`src/rtl/gpio_irq_pkg.sv`:
```
// Shared definitions for the GPIO interrupt port.
// Assumes: registers are 32-bit words spaced 4 bytes apart in the order of reg_sel_e.
package gpio_irq_pkg;

    // Register index; the byte offset of each register is index * 4.
    typedef enum logic [2:0] {
        RS_DATA  = 3'd0,
        RS_DIR   = 3'd1,
        RS_PAD   = 3'd2,
        RS_CFGLO = 3'd3,
        RS_CFGHI = 3'd4,
        RS_MASK  = 3'd5,
        RS_STAT  = 3'd6,
        RS_BOTH  = 3'd7
    } reg_sel_e;

    // Result of address decode.
    typedef struct packed {
        logic     hit;
        reg_sel_e which;
    } reg_dec_t;

    // Bit positions inside a line's 2-bit mode field.
    localparam int unsigned MODE_POL_BIT  = 0;
    localparam int unsigned MODE_EDGE_BIT = 1;
    localparam int unsigned MODE_W        = 2;

endpackage

```
`src/rtl/gpio_in_sync.sv`:
```
// Multi-flop synchroniser for asynchronous pad inputs, plus one history stage.
// Assumes: each bit is synchronised on its own (no multi-bit coherence is needed).
// 'sampled' is the synchronised value and 'prior' is the sample one cycle older.
module gpio_in_sync #(
    parameter int unsigned W      = 32,
    parameter int unsigned STAGES = 2
) (
    input  logic         clk,
    input  logic         rst_n,
    input  logic [W-1:0] d,
    output logic [W-1:0] sampled,
    output logic [W-1:0] prior
);

    logic [W-1:0] stg [STAGES];

    for (genvar i = 0; i < STAGES; i++) begin : g_stage
        if (i == 0) begin : g_first
            // First flop captures the raw pad value.
            always_ff @(posedge clk) begin
                if (!rst_n) stg[i] <= '0;
                else        stg[i] <= d;
            end
        end else begin : g_next
            // Later flops resolve metastability.
            always_ff @(posedge clk) begin
                if (!rst_n) stg[i] <= '0;
                else        stg[i] <= stg[i-1];
            end
        end
    end

    // History flop used for edge detection.
    always_ff @(posedge clk) begin
        if (!rst_n) prior <= '0;
        else        prior <= stg[STAGES-1];
    end

    assign sampled = stg[STAGES-1];

endmodule

```
`src/rtl/gpio_reg_decode.sv`:
```
// Decodes a byte address into one of eight word registers.
// Assumes: ADDR_W >= 6. Misaligned or out-of-window addresses give hit = 0.
module gpio_reg_decode
    import gpio_irq_pkg::*;
#(
    parameter int unsigned ADDR_W = 8
) (
    input  logic [ADDR_W-1:0] addr,
    output reg_dec_t          dec
);

    localparam int unsigned IDX_LO = 2;
    localparam int unsigned IDX_HI = 4;

    // Word-aligned and inside the 32-byte window.
    always_comb begin
        dec.hit   = (addr[IDX_LO-1:0] == '0) && (addr[ADDR_W-1:IDX_HI+1] == '0);
        dec.which = reg_sel_e'(addr[IDX_HI:IDX_LO]);
    end

endmodule

```
`src/rtl/gpio_line_detect.sv`:
```
// Interrupt condition for a single line, evaluated every cycle.
// Assumes: cur/prev are synchronised samples one cycle apart.
// The both-edges override beats the mode, and output lines never fire.
module gpio_line_detect
    import gpio_irq_pkg::*;
(
    input  logic              cur,
    input  logic              prev,
    input  logic              is_input,
    input  logic [MODE_W-1:0] mode,
    input  logic              both,
    output logic              hit
);

    logic changed;

    // Select the detection rule for this line.
    always_comb begin
        changed = cur ^ prev;
        if (!is_input)                 hit = 1'b0;
        else if (both)                 hit = changed;
        else if (mode[MODE_EDGE_BIT])  hit = changed && (cur != mode[MODE_POL_BIT]);
        else                           hit = (cur == mode[MODE_POL_BIT]);
    end

endmodule

```
`src/rtl/gpio_irq_port.sv`:
```
// GPIO port top: register file, read mux, pad synchroniser, per-line detectors
// and interrupt aggregation.
// Assumes: LINES = 32 (the configuration word pair covers LINES/2 lines each),
// single-cycle full-word accesses, ADDR_W >= 6.
module gpio_irq_port
    import gpio_irq_pkg::*;
#(
    parameter int unsigned LINES         = 32,
    parameter int unsigned ADDR_W        = 8,
    parameter int unsigned SYNC_STAGES   = 2,
    parameter bit          HAS_BOTH_EDGE = 1'b1
) (
    input  logic              clk,
    input  logic              rst_n,
    input  logic              bus_sel,
    input  logic              bus_write,
    input  logic [ADDR_W-1:0] bus_addr,
    input  logic [LINES-1:0]  bus_wdata,
    output logic [LINES-1:0]  bus_rdata,
    input  logic [LINES-1:0]  pad_in,
    output logic [LINES-1:0]  pad_out,
    output logic [LINES-1:0]  pad_oe,
    output logic              irq_out
);

    localparam int unsigned CFG_W = LINES * MODE_W;

    reg_dec_t           dec;
    logic               wr_hit;
    logic [LINES-1:0]   data_q;
    logic [LINES-1:0]   dir_q;
    logic [CFG_W-1:0]   cfg_q;
    logic [LINES-1:0]   mask_q;
    logic [LINES-1:0]   status_q;
    logic [LINES-1:0]   edge_q;
    logic [LINES-1:0]   samp;
    logic [LINES-1:0]   prior;
    logic [LINES-1:0]   hit;
    logic [LINES-1:0]   clr;
    logic [LINES-1:0]   rd_mux;

    gpio_reg_decode #(.ADDR_W(ADDR_W)) u_dec (
        .addr (bus_addr),
        .dec  (dec)
    );

    gpio_in_sync #(.W(LINES), .STAGES(SYNC_STAGES)) u_sync (
        .clk     (clk),
        .rst_n   (rst_n),
        .d       (pad_in),
        .sampled (samp),
        .prior   (prior)
    );

    for (genvar n = 0; n < LINES; n++) begin : g_line
        gpio_line_detect u_det (
            .cur      (samp[n]),
            .prev     (prior[n]),
            .is_input (~dir_q[n]),
            .mode     (cfg_q[MODE_W*n +: MODE_W]),
            .both     (edge_q[n]),
            .hit      (hit[n])
        );
    end

    assign wr_hit = bus_sel && bus_write && dec.hit;

    // Plain configuration registers written from the bus.
    always_ff @(posedge clk) begin
        if (!rst_n) begin
            data_q <= '0;
            dir_q  <= '0;
            cfg_q  <= '0;
            mask_q <= '0;
        end else if (wr_hit) begin
            case (dec.which)
                RS_DATA:  data_q              <= bus_wdata;
                RS_DIR:   dir_q               <= bus_wdata;
                RS_CFGLO: cfg_q[LINES-1:0]    <= bus_wdata;
                RS_CFGHI: cfg_q[CFG_W-1:LINES] <= bus_wdata;
                RS_MASK:  mask_q              <= bus_wdata;
                default:  ;
            endcase
        end
    end

    // Both-edges override register, present only when configured.
    if (HAS_BOTH_EDGE) begin : g_both
        always_ff @(posedge clk) begin
            if (!rst_n)                            edge_q <= '0;
            else if (wr_hit && dec.which == RS_BOTH) edge_q <= bus_wdata;
        end
    end else begin : g_no_both
        assign edge_q = '0;
    end

    // Write-one-to-clear mask for the status register.
    always_comb begin
        clr = (wr_hit && dec.which == RS_STAT) ? bus_wdata : '0;
    end

    // Status: latch detector hits; a clear in the same cycle wins.
    always_ff @(posedge clk) begin
        if (!rst_n) status_q <= '0;
        else        status_q <= (status_q | hit) & ~clr;
    end

    // Read data selection.
    always_comb begin
        case (dec.which)
            RS_DATA:  rd_mux = (data_q & dir_q) | (samp & ~dir_q);
            RS_DIR:   rd_mux = dir_q;
            RS_PAD:   rd_mux = samp & ~dir_q;
            RS_CFGLO: rd_mux = cfg_q[LINES-1:0];
            RS_CFGHI: rd_mux = cfg_q[CFG_W-1:LINES];
            RS_MASK:  rd_mux = mask_q;
            RS_STAT:  rd_mux = status_q;
            RS_BOTH:  rd_mux = edge_q;
            default:  rd_mux = '0;
        endcase
    end

    // Drive read data only for a decoded read.
    assign bus_rdata = (bus_sel && !bus_write && dec.hit) ? rd_mux : '0;

    assign pad_out = data_q;
    assign pad_oe  = dir_q;
    assign irq_out = |(status_q & mask_q);

endmodule

```
`config.mk`:
```
export PLATFORM = sky130hd
export DESIGN_NAME = gpio_irq_port
export DESIGN_NICKNAME = d
export VERILOG_FILES = /design/src/rtl/gpio_irq_pkg.sv /design/src/rtl/gpio_in_sync.sv /design/src/rtl/gpio_reg_decode.sv /design/src/rtl/gpio_line_detect.sv /design/src/rtl/gpio_irq_port.sv
export SDC_FILE = /design/constraint.sdc
export NUM_CORES = 1
export LEC_CHECK = 0
export BUFFER_PORTS_ARGS = -buffer_cell sky130_fd_sc_hd__buf_2
export CAP_MARGIN = 40
export CORE_UTILIZATION = 50
export CTS_CLUSTER_DIAMETER = 30
export DETAILED_ROUTE_END_ITERATION = 10
export PLACE_DENSITY_LB_ADDON = 0.05
export SYNTH_ARGS = -nofsm -noshare
export SYNTH_HDL_FRONTEND = slang
export SYNTH_HIERARCHICAL = 1
export SYNTH_SLANG_ARGS = --single-unit
```
`constraint.sdc`:
```
create_clock -name clk -period 4.9 [get_ports clk]
set_clock_uncertainty 0.15 [all_clocks]
set_input_delay 0.98 -clock clk [delete_from_list [all_inputs] [get_ports clk]]
set_output_delay 0.98 -clock clk [all_outputs]
set_load 0.005 [all_outputs]
```
After elaboration in Yosys (flattened, before gate mapping)
Memory sizes are Yosys's and may differ from the RTL's.
Index checks and enable logic that the tools add are counted.
{"block": "op_classes", "n_eq_ne": 71, "muxes": 103, "bitwise_logic": 42, "n_reduce_logical": 49}
{"cell": "$pmux W32 S8", "count": 1}
{"cell": "$and A32 B32 Y32", "count": 4}
{"cell": "$mux W32", "count": 4}
{"cell": "$mux W1", "count": 98}
{"cell": "$not A32 Y32", "count": 2}
{"cell": "$or A32 B32 Y32", "count": 2}
{"cell": "$logic_and A1 B1 Y1", "count": 39}
{"cell": "$eq A1 B1 Y1", "count": 32}
{"cell": "$ne A1 B1 Y1", "count": 32}
{"cell": "$reduce_or A32 Y1", "count": 1}
{"cell": "$xor A1 B1 Y1", "count": 32}
{"cell": "$eq A3 B3 Y1 const B", "count": 4}
{"cell": "$reduce_and A2 Y1", "count": 5}
{"cell": "$eq A3 B2 Y1 const B", "count": 2}
{"cell": "$logic_not A3 Y1", "count": 2}
{"cell": "$eq A3 B1 Y1 const B", "count": 1}
{"cell": "$logic_not A2 Y1", "count": 1}
{"cell": "$or A1 B1 Y1", "count": 2}
{"cell": "$logic_not A1 Y1", "count": 1}
{"block": "word_totals", "regBits": 256, "ram_bits": 64, "inputBits": 76, "out_inout_bits": 97, "wordCells": 274, "memories": 1}
{"name": "u_sync.stg", "depth": 2, "word_bits": 32, "read_ports": 2, "rd_clocked_by_memory_dff": 0, "write_ports": 2, "line_no": "gpio_in_sync.sv:15", "text": "logic [W-1:0] stg [STAGES];"}

Logic depth before layout (Yosys ltp)
{"block": "depth", "word_depth": 7, "mapped_depth": 9, "mapped_depth_nobuf": 6}

Hierarchy
The synthesis kept the hierarchy.
{"module": "gpio_irq_port", "n_inst": 1, "cells_per_inst": 1398, "area_per_inst_um2": 11080.6, "seq_area_each_um2": 4484.3}
{"module": "gpio_in_sync", "n_inst": 1, "cells_per_inst": 202, "area_per_inst_um2": 2603.7, "seq_area_each_um2": 1921.8}
{"module": "gpio_line_detect", "n_inst": 32, "cells_per_inst": 9, "area_per_inst_um2": 56.3, "seq_area_each_um2": 0.0}
{"module": "gpio_reg_decode", "n_inst": 1, "cells_per_inst": 5, "area_per_inst_um2": 33.8, "seq_area_each_um2": 0.0}

Least setup slack after synthesis
No wires, ideal clock.
{"block": "synth_timing", "path_kind": "input to output", "from": "input bus_addr[0]", "to": "output bus_rdata[25]", "arrival_time_ns": 2.368, "required_ns": 3.770, "slack_ns": 1.402, "cell_stages": 6, "n_path_buf": 1, "cell_sequence": "or4_1 > nor2_1 > nand3b_1 > clkbuf_1 > a21o_1 > a21oi_1"}
{"item": "from (decl)", "line_no": "gpio_irq_port.sv:17", "text": "input logic [ADDR_W-1:0] bus_addr,"}
{"item": "to (decl)", "line_no": "gpio_irq_port.sv:19", "text": "output logic [LINES-1:0] bus_rdata,"}

Worst setup path after layout
{"block": "layout_timing", "from": "input bus_addr[2]", "to": "output bus_rdata[6]"}
{"block": "layout_via", "elab_chain_len": 3, "elab_cells_between_ends": 10, "cone_classes": "7 x eq/ne; 2 x mux; 1 x reduce/logical"}
{"item": "$eq A3 B3 Y1 (tied with other cells)", "line_no": "gpio_irq_port.sv:110", "text": "case (dec.which)"}
{"item": "$pmux W32 S8 *", "line_no": "gpio_irq_port.sv:110"}
{"item": "$mux W32 *", "line_no": "gpio_irq_port.sv:124", "text": "assign bus_rdata = (bus_sel && !bus_write && dec.hit) ? rd_mux : '0;"}
Every way passes the cells marked *; elsewhere a longest branch is shown, timed or not.

==> results <==
- The H-tree generated during clock tree synthesis spans 3 levels.
- The part of the total power dissipated in combinational logic is 0.039.
- The most common flop cell mapped by yosys is sky130_fd_sc_hd__dfxtp_1.
- For this design the total switching power over the nets is 1990 µW.
- In the routed design, unresolved DRC markers number 0.
- The critical path in this run is classified as in2out.
- Of the total power, the clock network draws 0.647.
- Compared with the post-synthesis result, the final layout area differs by 26.7%.
- The clock period could shrink to ~4.1 ns.
- The final weighted congestion in routability-driven placement is 0.908.
- The source of the worst hold timing path is u_sync/stg[0][14].
- The clock net in this run drives a total of 320 sinks.
- The synthesized instance count is 1893.
- The maximum net fanout on the critical path is 48.
- For this run, the number of standard cells in the final layout without fillers is 2523.
- Measured along the x axis, the die boundary spans 178 µm.
- 0 antenna diodes ended up in the layout.
- The first-pass detailed-route iteration total is 7.
- The placed instances occupy a cell area of roughly 17000 µm².
- For this configuration, the core starts out at a cell density of 0.507.
- The relative max-transition margin is 0.380.
- The clock insertion delay at the later pin of the skew report is 0.59 ns.
- Of the synthesized area, sequential elements account for 0.413.
- Max-cap violations in this run came to 0.
- The number of pins exceeding their max-slew limit in the final report was 0.
- Setup repair after global routing left no endpoint under its margin.
- For this run, the number of Yosys warnings is 6.
- The die covers 31700 µm².
- The buffer count from post-CTS setup fixing is 0.
- The total clock buffers created by CTS is 79.
- Once detailed placement completed, the half-perimeter wirelength came to 35.0 mm.
- The library cells used most frequently in the layout, excluding fill and tap cells, are sky130_fd_sc_hd__nand2_1, sky130_fd_sc_hd__dfxtp_1, sky130_fd_sc_hd__buf_2.
- The violation count after the first detailed-routing iteration is 1264.
- The fraction of final layout cells sized beyond drive strength 1 is 0.195.
- The largest delay contributor family on the critical path is buffers and inverters.
- By area the synthesized netlist is led by sky130_fd_sc_hd__dfxtp_1, sky130_fd_sc_hd__nand2_1, sky130_fd_sc_hd__a21boi_0.
- The mapped netlist covers 15500 µm².
- In the final timing run, aggregate negative setup slack is 0 ns.
- The type of element launching the critical path is an input pin.
- The most frequent standard cell in the layout excluding fill and tap cells is sky130_fd_sc_hd__nand2_1.
- The core outline area is 30600 µm².
- When the netlist entered floorplanning its net count stood at 1969.
- In the final routed layout, each cell accounts on average for 21.1 µm.
- The number of antenna violations at the first check in global routing came to 0.
- The post-route cell area is 19700 µm².
- Yosys mapped a number of flops with a built-in enable equal to 0.
- The detail route stage leaves a number of antenna-violating nets equal to 0.
- The final worst setup slack is approximately 0.76 ns.
- The final global-route overflow total is 0.
- The flow ran to the end, and the final reports show no timing, DRC or antenna violations.
- After clock tree synthesis, the clock-pin slew on the worst setup and hold paths is 0.05 ns.
- The leakage power summed over all cells is 0.00769 µW.
- Derived from the worst setup path, the maximum achievable clock frequency is 242 MHz.
- The critical path buffer and inverter count is 3.
- The beginning of the worst register-to-register path is cfg_q[29].
- The element type at the critical path end is a primary output.
- Data on the critical path is required at its endpoint by 3.77 ns.
- The height of the die is 178 µm.
- The power density relative to cell area is 439 nW/µm².
- The post-detailed-routing wire length is between 50 and 60 mm.
- The floorplan has 64 rows.
- For this design the top-level I/O count stands at roughly 170.
- The net count of the finished layout is ~2.1k.
- Summed over all instances, the cell type with the most area after synthesis is sky130_fd_sc_hd__dfxtp_1.
- The average footprint of a synthesized cell is 8.20 µm².
- The via count of the first global-routing pass is 14.2k.
- The overall fraction of global-route tracks in use is 0.338.
- In this run the worst hold path is classified as reg2reg.
- The clock passes through at most 3 buffers.
- For the worst setup path, the data arrival time is about 3.0 ns.
- The largest net degree at the start of global routing is 116.
- Dividing the detail-routed via count by the number of cells gives 5.87.
- Across all register-to-register paths, the minimum setup slack is 3.32 ns.
- Counting flops with an async set or reset pin after synthesis yields a share of 0.
- Prior to clock tree synthesis, the placed netlist has a worst setup slack of between 0.8 and 0.9 ns.
- The routed layout has about 15k vias.
- TritonCTS built the clock tree.
- The total count of hold-check failures in the final report is 0.
- The switching part of the total is 0.231.
- The netlist uses 43 different library cells.
- The maximum ir drop on the vdd rail is around 360 µV.
- The number of placed instances, taps included, is 2376.
- The total internal power is between 6000 and 7000 µW.
- For this design, the slowest cell found on the critical path is sky130_fd_sc_hd__buf_4.
- The first-pass GRT wire length is 81.9 mm.
- In this run, synthesis produced a sequential element count of 320.
- On the worst path, the slowest cell contributes a delay of 0.52 ns.
- The sequential power share is 0.314.
- The critical path starts at bus_addr[2].
- The number of hold buffers added after cts is 0.
- Input and output buffers added on the ports amount to about 170.
- Setup violations remaining at the end of the flow were counted as 0.
- The clock root buffer is sky130_fd_sc_hd__clkbuf_16.
- The signal on the critical path passes through buf_4 > and2_1 > buf_4 > o2bb2ai_1 > a221oi_1 > a221oi_1 > buf_2.
- The post-cts repair resize count is 0.
- Of the available clock period, the critical path in the final layout requires 0.845.
- The transition time at the pin with the least slew margin is between 0.9 and 1 ns.
- The proportion of netlist area held by the largest area contributor is 0.413.
## power by group through the flow
| stage | Combinational (µW) | Clock, µW | Sequential, µW |
|---|---|---|---|
| finish | 339 | 5580 | 2710 |
| global route | 363 | 5770 | 2710 |
| global placement | 327 | 0 | 2750 |
| floorplan | 206 | 0 | 2730 |
| detailed placement | 332 | 0 | 2750 |
| CTS | 334 | 5610 | 2710 |
## cells in the mapped netlist (29+ instances only)
library cell,instances
sky130_fd_sc_hd__nand2_1,462
sky130_fd_sc_hd__dfxtp_1,320
sky130_fd_sc_hd__a21boi_0,152
sky130_fd_sc_hd__and2_1,97
sky130_fd_sc_hd__clkbuf_1,69
sky130_fd_sc_hd__inv_1,64
sky130_fd_sc_hd__nor2_1,60
sky130_fd_sc_hd__a21oi_1,59
sky130_fd_sc_hd__a21boi_1,57
sky130_fd_sc_hd__o21ai_0,50
sky130_fd_sc_hd__a21o_1,44
sky130_fd_sc_hd__mux2i_1,39
sky130_fd_sc_hd__buf_2,36
sky130_fd_sc_hd__a311oi_1,35
sky130_fd_sc_hd__nor3_1,35
sky130_fd_sc_hd__o2bb2ai_1,35
sky130_fd_sc_hd__a211oi_1,32
sky130_fd_sc_hd__nor2b_2,32
sky130_fd_sc_hd__o21bai_1,32
sky130_fd_sc_hd__a221oi_1,29
## worst register-to-register path: stages, from the launching register on
cell,delay [ns]
sky130_fd_sc_hd__dfxtp_1,0.53
sky130_fd_sc_hd__nor2b_2,0.22
sky130_fd_sc_hd__o21bai_1,0.07
sky130_fd_sc_hd__a311oi_1,0.29
sky130_fd_sc_hd__o21ai_0,0.11
sky130_fd_sc_hd__a21oi_1,0.14
## state kept, by name, summed over array words and instances, names as in the netlist
| name | count |
|---|---|
| pad_oe | 32 |
| u_sync/prior | 32 |
| u_sync/stg | 64 |
| cfg_q | 64 |
| pad_out | 32 |
| mask_q | 32 |
| status_q | 32 |
| edge_q | 32 |
## metal layers
metal	part of all wire	vias to the layer above	wire length, µm	track usage
li1	-	6917	-	-
met1	0.42	7141	22400	0.432
met2	0.47	625	24900	0.556
met3	0.074	128	3960	0.0578
met4	0.037	0	1940	0.155
met5	0	-	0	0
## per-stage QoR
| stage | utilization | hold WS, ns | total power, µW |
|---|---|---|---|
| 6_report | 0.643 | 0.274 | 8620 |
| 3_5_place_dp | 0.548 | 0.269 | 3080 |
| 2_1_floorplan | - | 0.262 | 2940 |
| 4_1_cts | 0.643 | 0.276 | 8650 |
| 5_1_grt | 0.643 | 0.286 | 8840 |
| 3_3_place_gp | 0.545 | 0.263 | 3080 |
## cell families (layout without fill, tap and decap cells)
kind of cell,count (synthesis),in the layout,share of synthesized area
muxes,44,44,0.0324
AOI/OAI and AO/OA,564,564,0.267
buffers and inverters,188,422,0.0539
and+or+nand+nor,777,777,0.234
DFF,320,320,0.413
## path summary, 6_finish.rpt
path                       end  cells past startpoint
min          u_sync/stg[1][14]                      1
max reg2reg       status_q[14]                      5
min reg2reg  u_sync/stg[1][14]                      1
max               bus_rdata[6]                      7
## area by class of cell
class,count,area [µm²]
flip-flops and latches,320,6410
well taps,396,495
clock buffers,92,2140
multi-input cells,1385,8320
repair buffers,210,1300
inverters,65,244
clock inverters,55,759
fillers,2664,10900
(Power assumes the default switching activity.)
